`config.mk`:
```
export PLATFORM = sky130hd
export DESIGN_NAME = stk_ctx_unit
export DESIGN_NICKNAME = d
export VERILOG_FILES = /design/src/rtl/stk_pkg.sv /design/src/rtl/stk_ptr.sv /design/src/rtl/stk_seq.sv /design/src/rtl/stk_restore.sv /design/src/rtl/stk_ctx_unit.sv
export SDC_FILE = /design/constraint.sdc
export NUM_CORES = 1
export LEC_CHECK = 0
export BUFFER_PORTS_ARGS = -buffer_cell sky130_fd_sc_hd__buf_2
export CORE_MARGIN = 3
export CORE_UTILIZATION = 30
export DETAILED_ROUTE_END_ITERATION = 6
export PLACE_DENSITY_LB_ADDON = 0.1
export SETUP_SLACK_MARGIN = 0.15
export SYNTH_ARGS = -nofsm -noshare
export SYNTH_HDL_FRONTEND = slang
export SYNTH_SLANG_ARGS = --single-unit
```
`constraint.sdc`:
```
create_clock -name clk -period 2.75 [get_ports clk]
set_clock_uncertainty 0.1 [all_clocks]
set_input_delay 0 -clock clk [delete_from_list [all_inputs] [get_ports clk]]
set_output_delay 0 -clock clk [all_outputs]
set_load 0.005 [all_outputs]
```
`src/rtl/stk_pkg.sv`:
```
package stk_pkg;
  typedef enum logic [2:0] {
    K_IDLE, K_PUSH, K_POP, K_CALL, K_RET, K_IRQ, K_IRET
  } kind_e;

  typedef enum logic [2:0] {
    D_NONE, D_PCL, D_PCH, D_X, D_A, D_CC, D_POP
  } dest_e;

  localparam int unsigned CALL_BYTES = 2;
  localparam int unsigned CTX_BYTES  = 5;

  function automatic logic [2:0] last_step(kind_e k);
    case (k)
      K_CALL, K_RET: last_step = 3'(CALL_BYTES - 1);
      K_IRQ, K_IRET: last_step = 3'(CTX_BYTES - 1);
      default:       last_step = 3'd0;
    endcase
  endfunction
endpackage

```
`src/rtl/stk_ptr.sv`:
```
module stk_ptr #(
  parameter int unsigned SP_W      = 16,
  parameter int unsigned WIN_W     = 7,
  parameter int unsigned DATA_W    = 8,
  parameter logic [15:0] STACK_TOP = 16'h01FF
) (
  input  logic              clk,
  input  logic              rst_n,
  input  logic              p_rst,
  input  logic              p_ld,
  input  logic              p_dec,
  input  logic              p_inc,
  input  logic [DATA_W-1:0] ld_val,
  output logic [SP_W-1:0]   sp,
  output logic [SP_W-1:0]   sp_up
);
  localparam logic [SP_W-WIN_W-1:0] HI_BITS  = STACK_TOP[SP_W-1:WIN_W];
  localparam logic [WIN_W-1:0]      LOW_INIT = STACK_TOP[WIN_W-1:0];

  logic [WIN_W-1:0] low_q, low_d;

  always_comb begin
    low_d = low_q;
    if (p_rst)      low_d = LOW_INIT;
    else if (p_ld)  low_d = WIN_W'(ld_val);
    else if (p_dec) low_d = low_q - 1'b1;
    else if (p_inc) low_d = low_q + 1'b1;
  end

  always_ff @(posedge clk or negedge rst_n) begin
    if (!rst_n) low_q <= LOW_INIT;
    else        low_q <= low_d;
  end

  assign sp    = {HI_BITS, low_q};
  assign sp_up = {HI_BITS, low_q + 1'b1};

  p_wrap_down_r4: assert property (@(posedge clk) disable iff (!rst_n)
    (p_dec && !p_rst && !p_ld && low_q == '0) |=> (low_q == '1));
  p_wrap_up_r4: assert property (@(posedge clk) disable iff (!rst_n)
    (p_inc && !p_dec && !p_rst && !p_ld && low_q == '1) |=> (low_q == '0));
endmodule

```
`src/rtl/stk_seq.sv`:
```
module stk_seq
  import stk_pkg::*;
#(
  parameter int unsigned DATA_W    = 8,
  parameter int unsigned PC_W      = 16,
  parameter int unsigned IMASK_BIT = 3
) (
  input  logic              clk,
  input  logic              rst_n,
  input  logic              do_call,
  input  logic              do_ret,
  input  logic              do_push,
  input  logic              do_pop,
  input  logic              do_irq,
  input  logic              do_iret,
  input  logic              do_sprst,
  input  logic              do_spld,
  input  logic [PC_W-1:0]   pc_in,
  input  logic [DATA_W-1:0] x_in,
  input  logic [DATA_W-1:0] a_in,
  input  logic [DATA_W-1:0] cc_in,
  input  logic [DATA_W-1:0] push_in,
  output logic              busy,
  output logic              wr,
  output logic              rd,
  output logic [DATA_W-1:0] wdata,
  output dest_e             dest,
  output logic              p_rst,
  output logic              p_ld
);
  kind_e            kind_q, kind_d;
  logic [2:0]       step_q, step_d;
  logic             cap;
  logic [PC_W-1:0]  pc_q;
  logic [DATA_W-1:0] x_q, a_q, cc_q, byte_q;
  logic             any_cmd;

  assign busy    = (kind_q != K_IDLE);
  assign any_cmd = do_call | do_ret | do_push | do_pop | do_irq | do_iret
                 | do_sprst | do_spld;

  // next state
  always_comb begin
    kind_d = kind_q;
    step_d = step_q;
    cap    = 1'b0;
    p_rst  = 1'b0;
    p_ld   = 1'b0;
    if (!busy) begin
      step_d = 3'd0;
      if (do_sprst)     p_rst  = 1'b1;
      else if (do_spld) p_ld   = 1'b1;
      else if (do_irq)  begin kind_d = K_IRQ;  cap = 1'b1; end
      else if (do_iret) kind_d = K_IRET;
      else if (do_call) begin kind_d = K_CALL; cap = 1'b1; end
      else if (do_ret)  kind_d = K_RET;
      else if (do_push) begin kind_d = K_PUSH; cap = 1'b1; end
      else if (do_pop)  kind_d = K_POP;
    end else if (step_q == last_step(kind_q)) begin
      kind_d = K_IDLE;
      step_d = 3'd0;
    end else begin
      step_d = step_q + 3'd1;
    end
  end

  // state and operand registers
  always_ff @(posedge clk or negedge rst_n) begin
    if (!rst_n) begin
      kind_q <= K_IDLE;
      step_q <= 3'd0;
    end else begin
      kind_q <= kind_d;
      step_q <= step_d;
    end
  end

  always_ff @(posedge clk or negedge rst_n) begin
    if (!rst_n) begin
      pc_q   <= '0;
      x_q    <= '0;
      a_q    <= '0;
      cc_q   <= '0;
      byte_q <= '0;
    end else if (cap) begin
      pc_q   <= pc_in;
      x_q    <= x_in;
      a_q    <= a_in;
      cc_q   <= cc_in | (DATA_W'(1) << IMASK_BIT);
      byte_q <= push_in;
    end
  end

  // byte selection per step
  always_comb begin
    wr    = 1'b0;
    rd    = 1'b0;
    wdata = '0;
    dest  = D_NONE;
    case (kind_q)
      K_PUSH: begin wr = 1'b1; wdata = byte_q; end
      K_CALL: begin
        wr    = 1'b1;
        wdata = (step_q == 3'd0) ? pc_q[DATA_W-1:0] : pc_q[PC_W-1:DATA_W];
      end
      K_IRQ: begin
        wr = 1'b1;
        case (step_q)
          3'd0:    wdata = pc_q[DATA_W-1:0];
          3'd1:    wdata = pc_q[PC_W-1:DATA_W];
          3'd2:    wdata = x_q;
          3'd3:    wdata = a_q;
          default: wdata = cc_q;
        endcase
      end
      K_POP: begin rd = 1'b1; dest = D_POP; end
      K_RET: begin rd = 1'b1; dest = (step_q == 3'd0) ? D_PCH : D_PCL; end
      K_IRET: begin
        rd = 1'b1;
        case (step_q)
          3'd0:    dest = D_CC;
          3'd1:    dest = D_A;
          3'd2:    dest = D_X;
          3'd3:    dest = D_PCH;
          default: dest = D_PCL;
        endcase
      end
      default: ;
    endcase
  end

  p_ignore_busy_r10: assert property (@(posedge clk) disable iff (!rst_n)
    (busy && any_cmd && step_q != last_step(kind_q)) |=> $stable(kind_q));
  p_ctx_len_r6: assert property (@(posedge clk) disable iff (!rst_n)
    (kind_q == K_IRQ || kind_q == K_IRET) |-> (step_q < 3'(CTX_BYTES)));
  p_mask_saved_r7: assert property (@(posedge clk) disable iff (!rst_n)
    (wr && kind_q == K_IRQ && step_q == 3'd4) |-> wdata[IMASK_BIT]);
endmodule

```
`src/rtl/stk_restore.sv`:
```
module stk_restore
  import stk_pkg::*;
#(
  parameter int unsigned DATA_W = 8,
  parameter int unsigned PC_W   = 16
) (
  input  logic              clk,
  input  logic              rst_n,
  input  logic              rd,
  input  dest_e             dest,
  input  logic [DATA_W-1:0] rdata,
  output logic [PC_W-1:0]   pc_out,
  output logic [DATA_W-1:0] x_out,
  output logic [DATA_W-1:0] a_out,
  output logic [DATA_W-1:0] cc_out,
  output logic [DATA_W-1:0] pop_out
);
  always_ff @(posedge clk or negedge rst_n) begin
    if (!rst_n) begin
      pc_out  <= '0;
      x_out   <= '0;
      a_out   <= '0;
      cc_out  <= '0;
      pop_out <= '0;
    end else if (rd) begin
      case (dest)
        D_PCL: pc_out[DATA_W-1:0]    <= rdata;
        D_PCH: pc_out[PC_W-1:DATA_W] <= rdata;
        D_X:   x_out   <= rdata;
        D_A:   a_out   <= rdata;
        D_CC:  cc_out  <= rdata;
        D_POP: pop_out <= rdata;
        default: ;
      endcase
    end
  end
endmodule

```
`src/rtl/stk_ctx_unit.sv`:
```
module stk_ctx_unit
  import stk_pkg::*;
#(
  parameter int unsigned SP_W      = 16,
  parameter int unsigned WIN_W     = 7,
  parameter int unsigned DATA_W    = 8,
  parameter int unsigned PC_W      = 16,
  parameter int unsigned IMASK_BIT = 3,
  parameter logic [15:0] STACK_TOP = 16'h01FF
) (
  input  logic              clk,
  input  logic              rst_n,
  input  logic              do_call,
  input  logic              do_ret,
  input  logic              do_push,
  input  logic              do_pop,
  input  logic              do_irq,
  input  logic              do_iret,
  input  logic              do_sprst,
  input  logic              do_spld,
  input  logic [DATA_W-1:0] ld_val,
  input  logic [PC_W-1:0]   pc_in,
  input  logic [DATA_W-1:0] x_in,
  input  logic [DATA_W-1:0] a_in,
  input  logic [DATA_W-1:0] cc_in,
  input  logic [DATA_W-1:0] push_in,
  input  logic [DATA_W-1:0] mem_rdata,
  output logic [SP_W-1:0]   mem_addr,
  output logic [DATA_W-1:0] mem_wdata,
  output logic              mem_we,
  output logic              busy,
  output logic [SP_W-1:0]   sp,
  output logic [PC_W-1:0]   pc_out,
  output logic [DATA_W-1:0] x_out,
  output logic [DATA_W-1:0] a_out,
  output logic [DATA_W-1:0] cc_out,
  output logic [DATA_W-1:0] pop_out
);
  localparam logic [SP_W-WIN_W-1:0] HI_BITS = STACK_TOP[SP_W-1:WIN_W];

  logic            wr, rd, p_rst, p_ld;
  dest_e           dest;
  logic [SP_W-1:0] sp_up;

  stk_seq #(.DATA_W(DATA_W), .PC_W(PC_W), .IMASK_BIT(IMASK_BIT)) u_seq (
    .clk(clk), .rst_n(rst_n),
    .do_call(do_call), .do_ret(do_ret), .do_push(do_push), .do_pop(do_pop),
    .do_irq(do_irq), .do_iret(do_iret), .do_sprst(do_sprst), .do_spld(do_spld),
    .pc_in(pc_in), .x_in(x_in), .a_in(a_in), .cc_in(cc_in), .push_in(push_in),
    .busy(busy), .wr(wr), .rd(rd), .wdata(mem_wdata), .dest(dest),
    .p_rst(p_rst), .p_ld(p_ld)
  );

  stk_ptr #(.SP_W(SP_W), .WIN_W(WIN_W), .DATA_W(DATA_W), .STACK_TOP(STACK_TOP)) u_ptr (
    .clk(clk), .rst_n(rst_n),
    .p_rst(p_rst), .p_ld(p_ld), .p_dec(wr), .p_inc(rd),
    .ld_val(ld_val), .sp(sp), .sp_up(sp_up)
  );

  stk_restore #(.DATA_W(DATA_W), .PC_W(PC_W)) u_rest (
    .clk(clk), .rst_n(rst_n), .rd(rd), .dest(dest), .rdata(mem_rdata),
    .pc_out(pc_out), .x_out(x_out), .a_out(a_out), .cc_out(cc_out),
    .pop_out(pop_out)
  );

  assign mem_we   = wr;
  assign mem_addr = rd ? sp_up : sp;

  p_window_r2: assert property (@(posedge clk) disable iff (!rst_n)
    (mem_addr[SP_W-1:WIN_W] == HI_BITS));
  p_push_dec_r3: assert property (@(posedge clk) disable iff (!rst_n)
    mem_we |=> (sp[WIN_W-1:0] == $past(mem_addr[WIN_W-1:0]) - 1'b1));
  p_pop_inc_r3: assert property (@(posedge clk) disable iff (!rst_n)
    rd |=> (sp == $past(mem_addr)));
  p_idle_quiet_r9: assert property (@(posedge clk) disable iff (!rst_n)
    !busy |-> !mem_we);
endmodule

```
Yosys cells after proc, flatten, opt, wreduce, memory -nomap -nowiden --
Index checks and enable logic that the tools add are counted.
Operators by class: muxes and demuxes 40, divide/modulo/power cells 0, bitwise logic cells 0, order comparisons 0, multiply operators 0, shift-type cells 0, $add $sub $neg 3, reduce and logical (&&, ||, !) cells 15, equality and inequality tests 19
Operator list (count):
- two-way mux 3 bit | 13
- two-way mux 7 bit | 5
- case mux 8 bit (4 select lines) | 1
- case mux 8 bit (3 select lines) | 1
- equality test 3 x 2 -> 1 bit (second input constant) | 6
- equality test 3 bit (second input constant) | 6
- two-way mux 1 bit | 15
- case mux 3 bit (4 select lines) | 1
- AND reduction 2 bit | 6
- equality test 3 x 1 -> 1 bit (second input constant) | 3
- case mux 3 bit (3 select lines) | 1
- two-way mux 8 bit | 1
- adder 7 x 1 -> 7 bit (second input constant) | 1
- nonzero test 7 bit | 1
- subtractor 7 x 1 -> 7 bit (second input constant) | 1
- inequality test 2 x 1 -> 1 bit (second input constant) | 3
- case mux 3 bit (2 select lines) | 1
- OR reduction 3 bit | 2
- AND reduction 4 bit | 1
- nonzero test 4 bit | 1
- OR reduction 2 bit | 2
- adder 3 x 1 -> 3 bit (second input constant) | 1
- equality test 3 bit | 1
- zero test 3 bit | 1
- 2 further kinds | 2
Word-level totals: input port bits 74, ROM bits 0, bits in writable memories 0, latch bits 0, memories kept 0, output and inout bits 90, register bits 109

Depth between registers and ports, before layout --
Gate-level depths: netlist of run 1.
depth after elaboration 9, gate-level depth with buffers 10

Cells and area by module --
A second synthesis of run 1 with hierarchy kept.
Second synthesis, totals: cells, all modules 441, area total of the unflattened synthesis 5725.5 µm²
By module, submodules not included:
- stk_seq | cells each 233, times used 1, area an instance 2796.4 µm²
- stk_restore | cells each 106, times used 1, area an instance 1953.1 µm²
- stk_ptr | cells each 84, times used 1, area an instance 726.9 µm²
- stk_ctx_unit | cells each 18, times used 1, area an instance 249.0 µm²

Worst setup path after synthesis of run 1 --
Ideal clock, no wire load.
path kind register -> register, start point register u_seq.step_q[2], end point register u_rest.pc_out[0], setup slack 0.215 ns, required time 2.525 ns, data arrival time 2.310 ns, stages on the path, launching flop included 9, period minus slack after synthesis 2.535 ns, path through dfrtp_1 clkbuf_1 inv_1 ha_1 clkbuf_1 o22ai_1 a41oi_4 nor3_4 mux2_2
Between the ends: word-level cells in the longest chain between the ends 5, elaborated cells between the ends (all ways) 9, classes of those cells eq/ne: 4; mux: 3; reduce/logical: 2
RTL lines:
- from (decl) | RTL line stk_seq.sv:32 | logic [2:0] step_q, step_d;
- from (signal assigned) | RTL line stk_seq.sv:74 | step_q <= step_d;
- equality test 3 x 2 -> 1 bit, or another cell as far along | RTL line stk_seq.sv:120 | case (step_q)
- case mux 3 bit (4 select lines) or two-way mux 2 bit (tied branches) | RTL line stk_seq.sv:120, stk_seq.sv:117
- case mux 3 bit (3 select lines) * | RTL line stk_seq.sv:100 | case (kind_q)
- equality test 3 x 1 -> 1 bit * | RTL line stk_restore.sv:26 | case (dest)
- AND reduction 2 bit (no source line) *
- to (signal, indexed assignment) | RTL line stk_restore.sv:27 | D_PCL: pc_out[DATA_W-1:0] <= rdata;
- to (signal, indexed assignment) | RTL line stk_restore.sv:28 | D_PCH: pc_out[PC_W-1:DATA_W] <= rdata;
- to (decl) | RTL line stk_restore.sv:12 | output logic [PC_W-1:0] pc_out,
Mark *: on every way between the ends. The rest lies on a longest branch, timed or not. A chain may end at the register's enable or synchronous reset.

Worst setup path in the final report of run 1 --
start point register u_seq.step_q[0], end point register u_rest.pc_out[2]
Same word-level chain as after synthesis.

==> impl_metrics.ini, run 1 <==
[status]
status = complete, no violations

[power_and_ir_drop]
sequentialPowerShare = 0.420
ir_drop_v = 0.000347
leakage_nw = 3.48
power_frac_comb = 0.379
swShare = 0.336
power_mw = 6.69
power_density_nw_per_um2 = 895
clockPowerShare = 0.201
intPower_mw = 4.44
power_switching_mw = 2.24

[timing]
tns_ps = 0
setup_violations = 0
fmax_ghz = 0.405
slew_violations = 0
hold_viol = 0
rsz0062_at_grt = yes
fin_crit_sh = 0.898
worst_slew_pin_slew_ps = 899
fin_crit_ps = 2470
holdWs_ps = 40.8
relSlewSlack = 0.401

[clock_network]
cts_num_sinks = 109
cts_tree = built
clock_latency_ps = 350
numCtsBuffers = 9
clockRootBuffer = clkbuf_16
clockBufferDepth = 2
clk_pin_slew_ps = 80
h-tree-depth = 3

[synthesis]
syn_area_per_cell_um2 = 11.8
synthCells = 461
synth_mux_area_frac = 0.198
synth_top_family_by_area = multiplexers
yosysTopAreaCellShare = 0.469
synth-main-ff-cell = dfrtp_1
synth_fa_ha_area_frac = 0.0161
ys_ff_latch = 109
ys_seq_area_frac = 0.503
yosysTopAreaCell = dfrtp_1
ys_warn_count = 0
synth_cell_types = 59
synthSimpleGateAreaFrac = 0.0880
synth_compound_gate_area_share = 0.125
synth_area_leaders = dfrtp_1 47%, mux2_2 19%, dfstp_2 3.4%
synthXorXnorAreaFrac = 0.0113
syn_area_um2 = 5440
synth_edf_count = 0
async_reset_ff_frac = 1.00

[final_layout]
fin_util = 0.426
drive_gt1_frac = 0.443
syn_to_final_growth_pct = 37.2
diodes = 0
fin_nets = 763
final_area_um2 = 7470

[detailed_routing]
postRouteWirelength_mm = 15.2
drt_first_iter_violations = 113
avgRoutedWirePerCell_um = 16.7
dr.pass1.iters = 7
viasPerCell = 4.72
ant_nets = 0
num_vias = 4301
drc_errors = 0

[global_routing]
grt_usage = 0.156
antenna_found_initial = 0
grt_pass1_wl_mm = 24.5
overflow = 0
grt_max_degree = 64
grt_pass1_vias = 4559

[floorplanning]
die_h_um = 141
dieArea_um2 = 19800
start_util = 0.310
core_um2 = 17500
io_pins = 164
die_w_um = 141
rows = 48

[setup_path]
critPathKind = reg2reg
worstPathMaxFanout = 8
worst_setup_path_end_kind = flip-flop
crit_arrival_ps = 2610
cp.required_ps = 2890
critPathLaunchType = flip-flop

[placement]
hpwl_mm = 10.8
globalplace.congestion = 0.802
placed_area_um2 = 6430
port_buffers = 143

[flow_run]
drv_cap = 0

[hold_path]
hp-class = in2reg
## layer usage
layer | global-route usage | part of all wire | vias to the layer above
li1 | - | - | 2064
met3 | 0.0336 | 0.044 | 9
met4 | 0.0408 | 0.0085 | 0
met5 | 0 | 0 | -
met2 | 0.269 | 0.50 | 109
met1 | 0.200 | 0.44 | 2119
## state kept, by name (all words and copies together), names as in the netlist
register        flops
u_seq.pc_q         16
u_rest.pop_out      8
u_rest.cc_out       8
u_seq.byte_q        8
u_ptr.low_q         7
u_seq.cc_q          8
u_seq.step_q        3
u_rest.x_out        8
u_seq.kind_q        3
u_seq.x_q           8
u_rest.pc_out      16
u_seq.a_q           8
u_rest.a_out        8
## critical path: stages, from the launching register on
cell and delay, ps:
dfrtp_1 430, buf_4 150, ha_1 260, nor2b_4 170, o22ai_1 260, a41oi_4 230, nor3_4 210, buf_4 200
mux2_2 350
## area by class of cell
type	count	area [um2]
inverter	11	41.3
tap	225	282
clock inverter	6	77.6
timing repair buffer	236	1610
sequential	109	2740
clock buffer	10	229
multi-input combinational	315	2490
fill	1725	10100
## power groups by stage
stage / Clock [mW] / Sequential (mW) / Combinational [mW]
finish: 1.35 / 2.81 / 2.53
global route: 1.47 / 2.91 / 2.84
CTS: 1.41 / 2.81 / 2.56
detailed placement: 0 / 2.84 / 2.47
global placement: 0 / 2.83 / 2.43
floorplan: 0 / 2.69 / 1.60
## kinds of logic after synthesis
kind of cell               count (synthesis)
AOI/OAI and AO/OA                         96
xor gates and xnor gates                   7
adders and majority gates                  7
buffers and inverters                     53
DFF                                      109
muxes                                     96
other                                      2
and+or+nand+nor                           91
## final timing paths
kind                                 start          endpoint  slack, ps  depth (start not counted)
max in group asynchronous            rst_n    u_ptr.low_q[3]       1540                          3
setup reg to reg           u_seq.step_q[0]  u_rest.pc_out[2]        280                          8
hold reg to reg              u_seq.cc_q[3]     u_seq.cc_q[3]        380                          1
hold / removal                   ld_val[1]    u_ptr.low_q[1]         40                          5
min in group asynchronous            rst_n      u_seq.a_q[0]        220                          2
setup / recovery           u_seq.step_q[0]  u_rest.pc_out[2]        280                          8
## cells in the mapped netlist (7+ instances only)
master / instances
clkbuf_1: 9
nand2_1: 35
nor2_1: 14
a21oi_1: 24
o21ai_0: 27
buf_4: 21
dfrtp_1: 102
nand3_1: 8
mux2_2: 90
dfstp_2: 7
ha_1: 7
buf_2: 8
inv_1: 10
## cells in the final DEF (no fill, tap or decap), drive strengths merged, types with 10 or more instances in the layout
master       count
inv             14
clkbuf          10
dfrtp          102
conb            18
a21oi           24
nand2           35
buf            167
nor2            15
dlygate4sd3     69
mux2            95
o21ai           28
## through the flow
stage / setup WS [ps] / instances
2_1_floorplan: 215 / 477
4_1_cts: 189 / 910
3_5_place_dp: 194 / 825
6_report: 281 / 912
3_3_place_gp: 252 / 825
5_1_grt: 117 / 912
## timing repair
item | CTS | global route
setup buffers | 0 | 2
resized for setup | 1 | 6
endpoints found under the setup margin | 1 | 39
hold endpoints to repair | 160 | 0
hold buffers | 69 | 0
pin swaps | 0 | 1
No activity file was read; power rests on OpenSTA's default activity.
==> run 2, diff against run 1 <==
- CORE_ASPECT_RATIO: not set -> 1.75
==> run 2 against run 1 <==
  * Combinational power about the same
  * Flip-flop and latch count unchanged
  * Cell count increased by 0.22%
  * Critical endpoint is now mem_wdata[6]
  * Sequential power about the same
  * First-iteration DRC count increased by 19%
  * Power increased by 1.8%
  * Largest cell class unchanged
  * Hold slack got worse by 20 ps
  * Final area increased by 0.22%
  * Global-route usage increased by 0.061 points
==> impl_metrics.ini, run 2 (synthesis gave the netlist of run 1 again) <==
[global_routing]
grt_pass1_vias = 4538
grt_max_degree = 50
overflow = 0
grt_pass1_wl_mm = 24.2
grt_usage = 0.157
antenna_found_initial = 0

[floorplanning]
core_um2 = 17600
die_h_um = 184
io_pins = 164
dieArea_um2 = 19900
start_util = 0.309
die_w_um = 108
rows = 64

[detailed_routing]
drt_first_iter_violations = 135
viasPerCell = 4.71
avgRoutedWirePerCell_um = 16.8
num_vias = 4309
postRouteWirelength_mm = 15.4
ant_nets = 0
dr.pass1.iters = 5
drc_errors = 0

[timing]
relSlewSlack = 0.563
worst_slew_pin_slew_ps = 655
slew_violations = 0
hold_viol = 0
tns_ps = 0
holdWs_ps = 21.2
rsz0062_at_grt = yes
fmax_ghz = 0.403
fin_crit_ps = 2480
fin_crit_sh = 0.902
setup_violations = 0

[final_layout]
fillerInstances = 1753
fin_nets = 759
reg_top3 = u_rest.pc_out (16), u_seq.pc_q (16)
seq_area_um2 = 2740
multiInputGateArea_um2 = 2500
diodes = 0
final_cell_mix = 142 x buf_2, 102 x dfrtp_1, 90 x mux2_2, 70 x dlygate4sd3_1, 34 x nand2_1
final_common_cell = buf_2
syn_to_final_growth_pct = 37.5
drive_gt1_frac = 0.442

[flow_run]
drv_cap = 0

[setup_path]
crit_arrival_ps = 2380
slowest_stage = dfrtp_1
max_stage_delay_ps = 430
worst_setup_path_end_kind = output pin
critPathLaunchType = flip-flop
critPathKind = reg2out
crit_chain = inv_1 > ha_2 > nor2b_4 > buf_4 > mux2i_1 > a2111o_1 > o21ai_0 > buf_2
cp.required_ps = 2650
worstPathMaxFanout = 8

[power_and_ir_drop]
leakage_nw = 3.47
power_density_nw_per_um2 = 910
ir_drop_v = 0.000356

[clock_network]
clockRootBuffer = clkbuf_16
h-tree-depth = 3
clock_latency_ps = 350
post-cts-setup-buffers = 0
numCtsBuffers = 9
cts_num_sinks = 109
clk_pin_slew_ps = 80
clockBufferDepth = 2
cts_tree = built

[hold_path]
hp-class = in2async

[placement]
globalplace.congestion = 0.866
hpwl_mm = 11.3
port_buffers = 143

[status]
status = complete, no violations
[run 2: timing repair]
action / CTS / global route
endpoints found under the hold margin: 212 / 0
setup endpoints to repair: 8 / 39
pin swaps: 0 / 1
gates resized for setup: 2 / 8
hold buffers: 70 / 0
[run 2: area by class of cell]
class / instances / area share
clock buffer: 9 / 0.0301
clock inverter: 7 / 0.0152
inverter: 11 / 0.00552
multi-input combinational: 315 / 0.335
sequential: 109 / 0.366
tap: 231 / 0.0386
timing repair buffer: 232 / 0.210
[run 2: routing by layer]
| metal | share of wire | vias up | GRT usage | wire length, um |
|---|---|---|---|---|
| met4 | 0.018 | 0 | 0.0516 | 275 |
| met3 | 0.055 | 15 | 0.0326 | 843 |
| li1 | - | 2059 | - | - |
| met2 | 0.52 | 142 | 0.280 | 8020 |
| met1 | 0.41 | 2093 | 0.186 | 6260 |
| met5 | 0 | - | 0 | 0 |
[run 2: worst paths after layout]
kind	start	end	slack, ps	depth (start not counted)
hold reg to reg	u_seq.cc_q[3]	u_seq.cc_q[3]	370	1
max in group asynchronous	rst_n	u_rest.pc_out[0]	1850	3
setup reg to reg	u_seq.step_q[1]	u_rest.a_out[0]	320	8
min in group clk	ld_val[1]	u_ptr.low_q[1]	30	5
setup / recovery	u_seq.step_q[0]	mem_wdata[6]	270	8
hold / removal	rst_n	u_seq.step_q[2]	20	2
[run 2: worst max-delay path: cells and delay by family, from the launching register on]
kind            cells  cell delay [ps]
mux                 1              100
fa+ha+maj           1              260
compound gates      2              540
flops               1              430
buf+inv             3              490
simple gates        1              220
[run 2: power by group]
| part | total [mW] | internal (mW) | switching (mW) | leakage (nW) |
|---|---|---|---|---|
| clock network | 1.48 | 0.822 | 0.659 | 0.165 |
| registers | 2.82 | 2.32 | 0.499 | 1.32 |
| logic | 2.51 | 1.38 | 1.13 | 1.98 |
| total | 6.81 | 4.52 | 2.29 | 3.47 |
[run 2: through the flow]
step / setup WS [ps] / instances / total power, mW / util / instance area [um2]
4_1_cts: 154 / 914 / 6.88 / 0.423 / 7450
6_report: 270 / 914 / 6.81 / 0.425 / 7480
5_1_grt: 128 / 914 / 7.31 / 0.425 / 7480
3_3_place_gp: 242 / 828 / 5.22 / 0.364 / 6400
3_5_place_dp: 156 / 828 / 5.27 / 0.364 / 6400
2_1_floorplan: 215 / 477 / 4.29 / - / 5500
==> run 3, diff against run 2 <==
- GPL_TIMING_DRIVEN: not set -> 0
- SYNTH_HIERARCHICAL: not set -> 1
==> run 3 against run 2 <==
  * Register-to-register slack worse by 130 ps
  * First-iteration DRC count up 16%
  * Fmax down 4.1%
  * Wire length up 6.6%
  * Setup slack worse by 110 ps
  * Global-route usage down 0.060 points
  * Hold slack better by 58 ps
  * Die area up 4.9%
  * Cell count up 2.8%
  * Utilization up 1.1 points
  * Final area up 8.6%
  * Critical path type unchanged
  * Largest power group is now combinational logic
==> impl_metrics.ini, run 3 <==
[status]
status = complete, no violations

[setup_path]
critPathKind = reg2out
critPathLaunchType = flip-flop
worstPathMaxFanout = 5
rr_worst_depth = 10
crit_arrival_ps = 2490
cp.required_ps = 2650
worst_setup_path_end_kind = output pin

[detailed_routing]
drt_first_iter_violations = 156
drc_errors = 0
avgRoutedWirePerCell_um = 17.5
viasPerCell = 4.70
num_vias = 4416
ant_nets = 0
dr.pass1.iters = 5
postRouteWirelength_mm = 16.4

[timing]
fmax_ghz = 0.387
worst_slew_pin_slew_ps = 691
hold_viol = 0
fin_crit_ps = 2590
slew_violations = 0
relSlewSlack = 0.539
rsz0062_at_grt = yes
setup_violations = 0
fin_crit_sh = 0.940
tns_ps = 0

[final_layout]
diodes = 0
syn_to_final_growth_pct = 42.0
final_area_um2 = 8130
drive_gt1_frac = 0.510
reg_top3 = u_rest/pc_out (16), u_seq/pc_q (16)
final_cell_mix = 147 x buf_2, 102 x dfrtp_1, 71 x dlygate4sd3_1, 68 x mux2_2, 43 x mux2_4
fin_nets = 778
final_common_cell = buf_2
multiInputGateArea_um2 = 2820
seq_area_um2 = 2740
fillerInstances = 1802

[global_routing]
grt_pass1_wl_mm = 25.5
antenna_found_initial = 0
grt_usage = 0.156
overflow = 0
grt_pass1_vias = 4671
grt_max_degree = 62

[power_and_ir_drop]
power_density_nw_per_um2 = 869
leakage_nw = 3.90
ir_drop_v = 0.000484

[floorplanning]
io_pins = 164
core_um2 = 18700
start_util = 0.307
die_w_um = 110
die_h_um = 189
rows = 66
dieArea_um2 = 20800

[synthesis]
synth_area_leaders = dfrtp_1 45%, mux2_2 14%, mux2_4 11%
syn_area_um2 = 5730
yosys-top-cells-count = 102 x dfrtp_1, 69 x mux2_2, 42 x mux2_4
synth-main-ff-cell = dfrtp_1
ys_ff_latch = 109
ys_warn_count = 6
async_reset_ff_frac = 1.00
synth_cell_types = 61
ys_seq_area_frac = 0.478
yosysTopAreaCellShare = 0.446
yosysTopAreaCell = dfrtp_1
synthCells = 441
yosysMostFrequentCell = dfrtp_1
synth_edf_count = 0
syn_area_per_cell_um2 = 13.0

[placement]
hpwl_mm = 12.0
globalplace.congestion = 0.749
placed_area_um2 = 6850
port_buffers = 143

[clock_network]
numCtsBuffers = 9
clock_latency_ps = 350
cts_tree = built
clk_pin_slew_ps = 70
h-tree-depth = 3
clockRootBuffer = clkbuf_16
cts_num_sinks = 109
clockBufferDepth = 2

[hold_path]
whs_path_depth = 5
hp-class = in2reg

[flow_run]
drv_cap = 0
==> run 3: path summary, 6_finish.rpt <==
kind,from,to,slack [ps]
hold / removal,do_sprst,u_ptr/low_q[5],80
hold reg to reg,u_seq/cc_q[3],u_seq/cc_q[3],380
setup reg to reg,u_seq/step_q[1],u_rest/x_out[0],190
min in group asynchronous,rst_n,u_seq/a_q[0],120
setup / recovery,u_seq/step_q[1],mem_wdata[1],160
max in group asynchronous,rst_n,u_ptr/low_q[4],1630
==> run 3: where the power goes <==
part | internal [mW] | leakage [nW] | total, mW | switching, mW
Clock | 0.730 | 0.155 | 1.38 | 0.651
Combinational | 1.68 | 2.43 | 2.96 | 1.28
Sequential | 2.25 | 1.31 | 2.72 | 0.469
Total | 4.66 | 3.90 | 7.06 | 2.40
==> run 3: worst max-delay path, stage by stage, from the launching register on <==
cell and delay [ps]:
dfrtp_1 420, buf_6 140, ha_4 160, clkbuf_8 150
a222oi_1 380, nor2_1 160, a221o_1 300, a221o_1 310
buf_2 130
==> run 3: per-layer routing <==
layer | vias up | share of wire | GRT usage
met5 | - | 0 | 0
met4 | 0 | 0.025 | 0.0607
met3 | 17 | 0.035 | 0.0235
met2 | 118 | 0.58 | 0.306
met1 | 2190 | 0.36 | 0.164
li1 | 2091 | - | -
==> run 3: kinds of logic after synthesis <==
family | Yosys count | share of synthesized area
compound gates | 67 | 0.0964
other cells | 2 | 0.00131
xor+xnor | 11 | 0.0168
simple gates | 81 | 0.0868
mux | 111 | 0.246
buf+inv | 53 | 0.0597
fa+ha+maj | 7 | 0.0153
flops | 109 | 0.478
==> run 3: metrics by stage <==
step / instances / power (mW) / hold WS, ps / util / setup WS (ps)
after floorplan: 457 / 4.47 / -396 / - / 157
after CTS: 936 / 7.10 / 78.0 / 0.431 / 146
after global routing: 940 / 7.55 / 108 / 0.436 / 111
after global placement: 838 / 5.40 / 132 / 0.365 / -270
after detailed placement: 839 / 5.47 / -19.0 / 0.367 / -363
final: 940 / 7.06 / 79.2 / 0.436 / 165
==> run 3: repair_timing <==
action	4_1_cts	5_1_grt
gates cloned	1	0
setup buffers	9	4
hold buffers	71	0
setup endpoints to repair	62	67
pin swaps	7	17
gates resized for setup	23	19
endpoints found under the hold margin	148	0
==> run 3: final cells by class <==
class                      instances  share of cell area
buffer                            45              0.0429
clock buffer                       9              0.0277
clock inverter                     7              0.0109
inverter                           8             0.00369
multi-input combinational        295               0.347
sequential                       109               0.337
tap                              238              0.0366
timing repair buffer             229               0.195
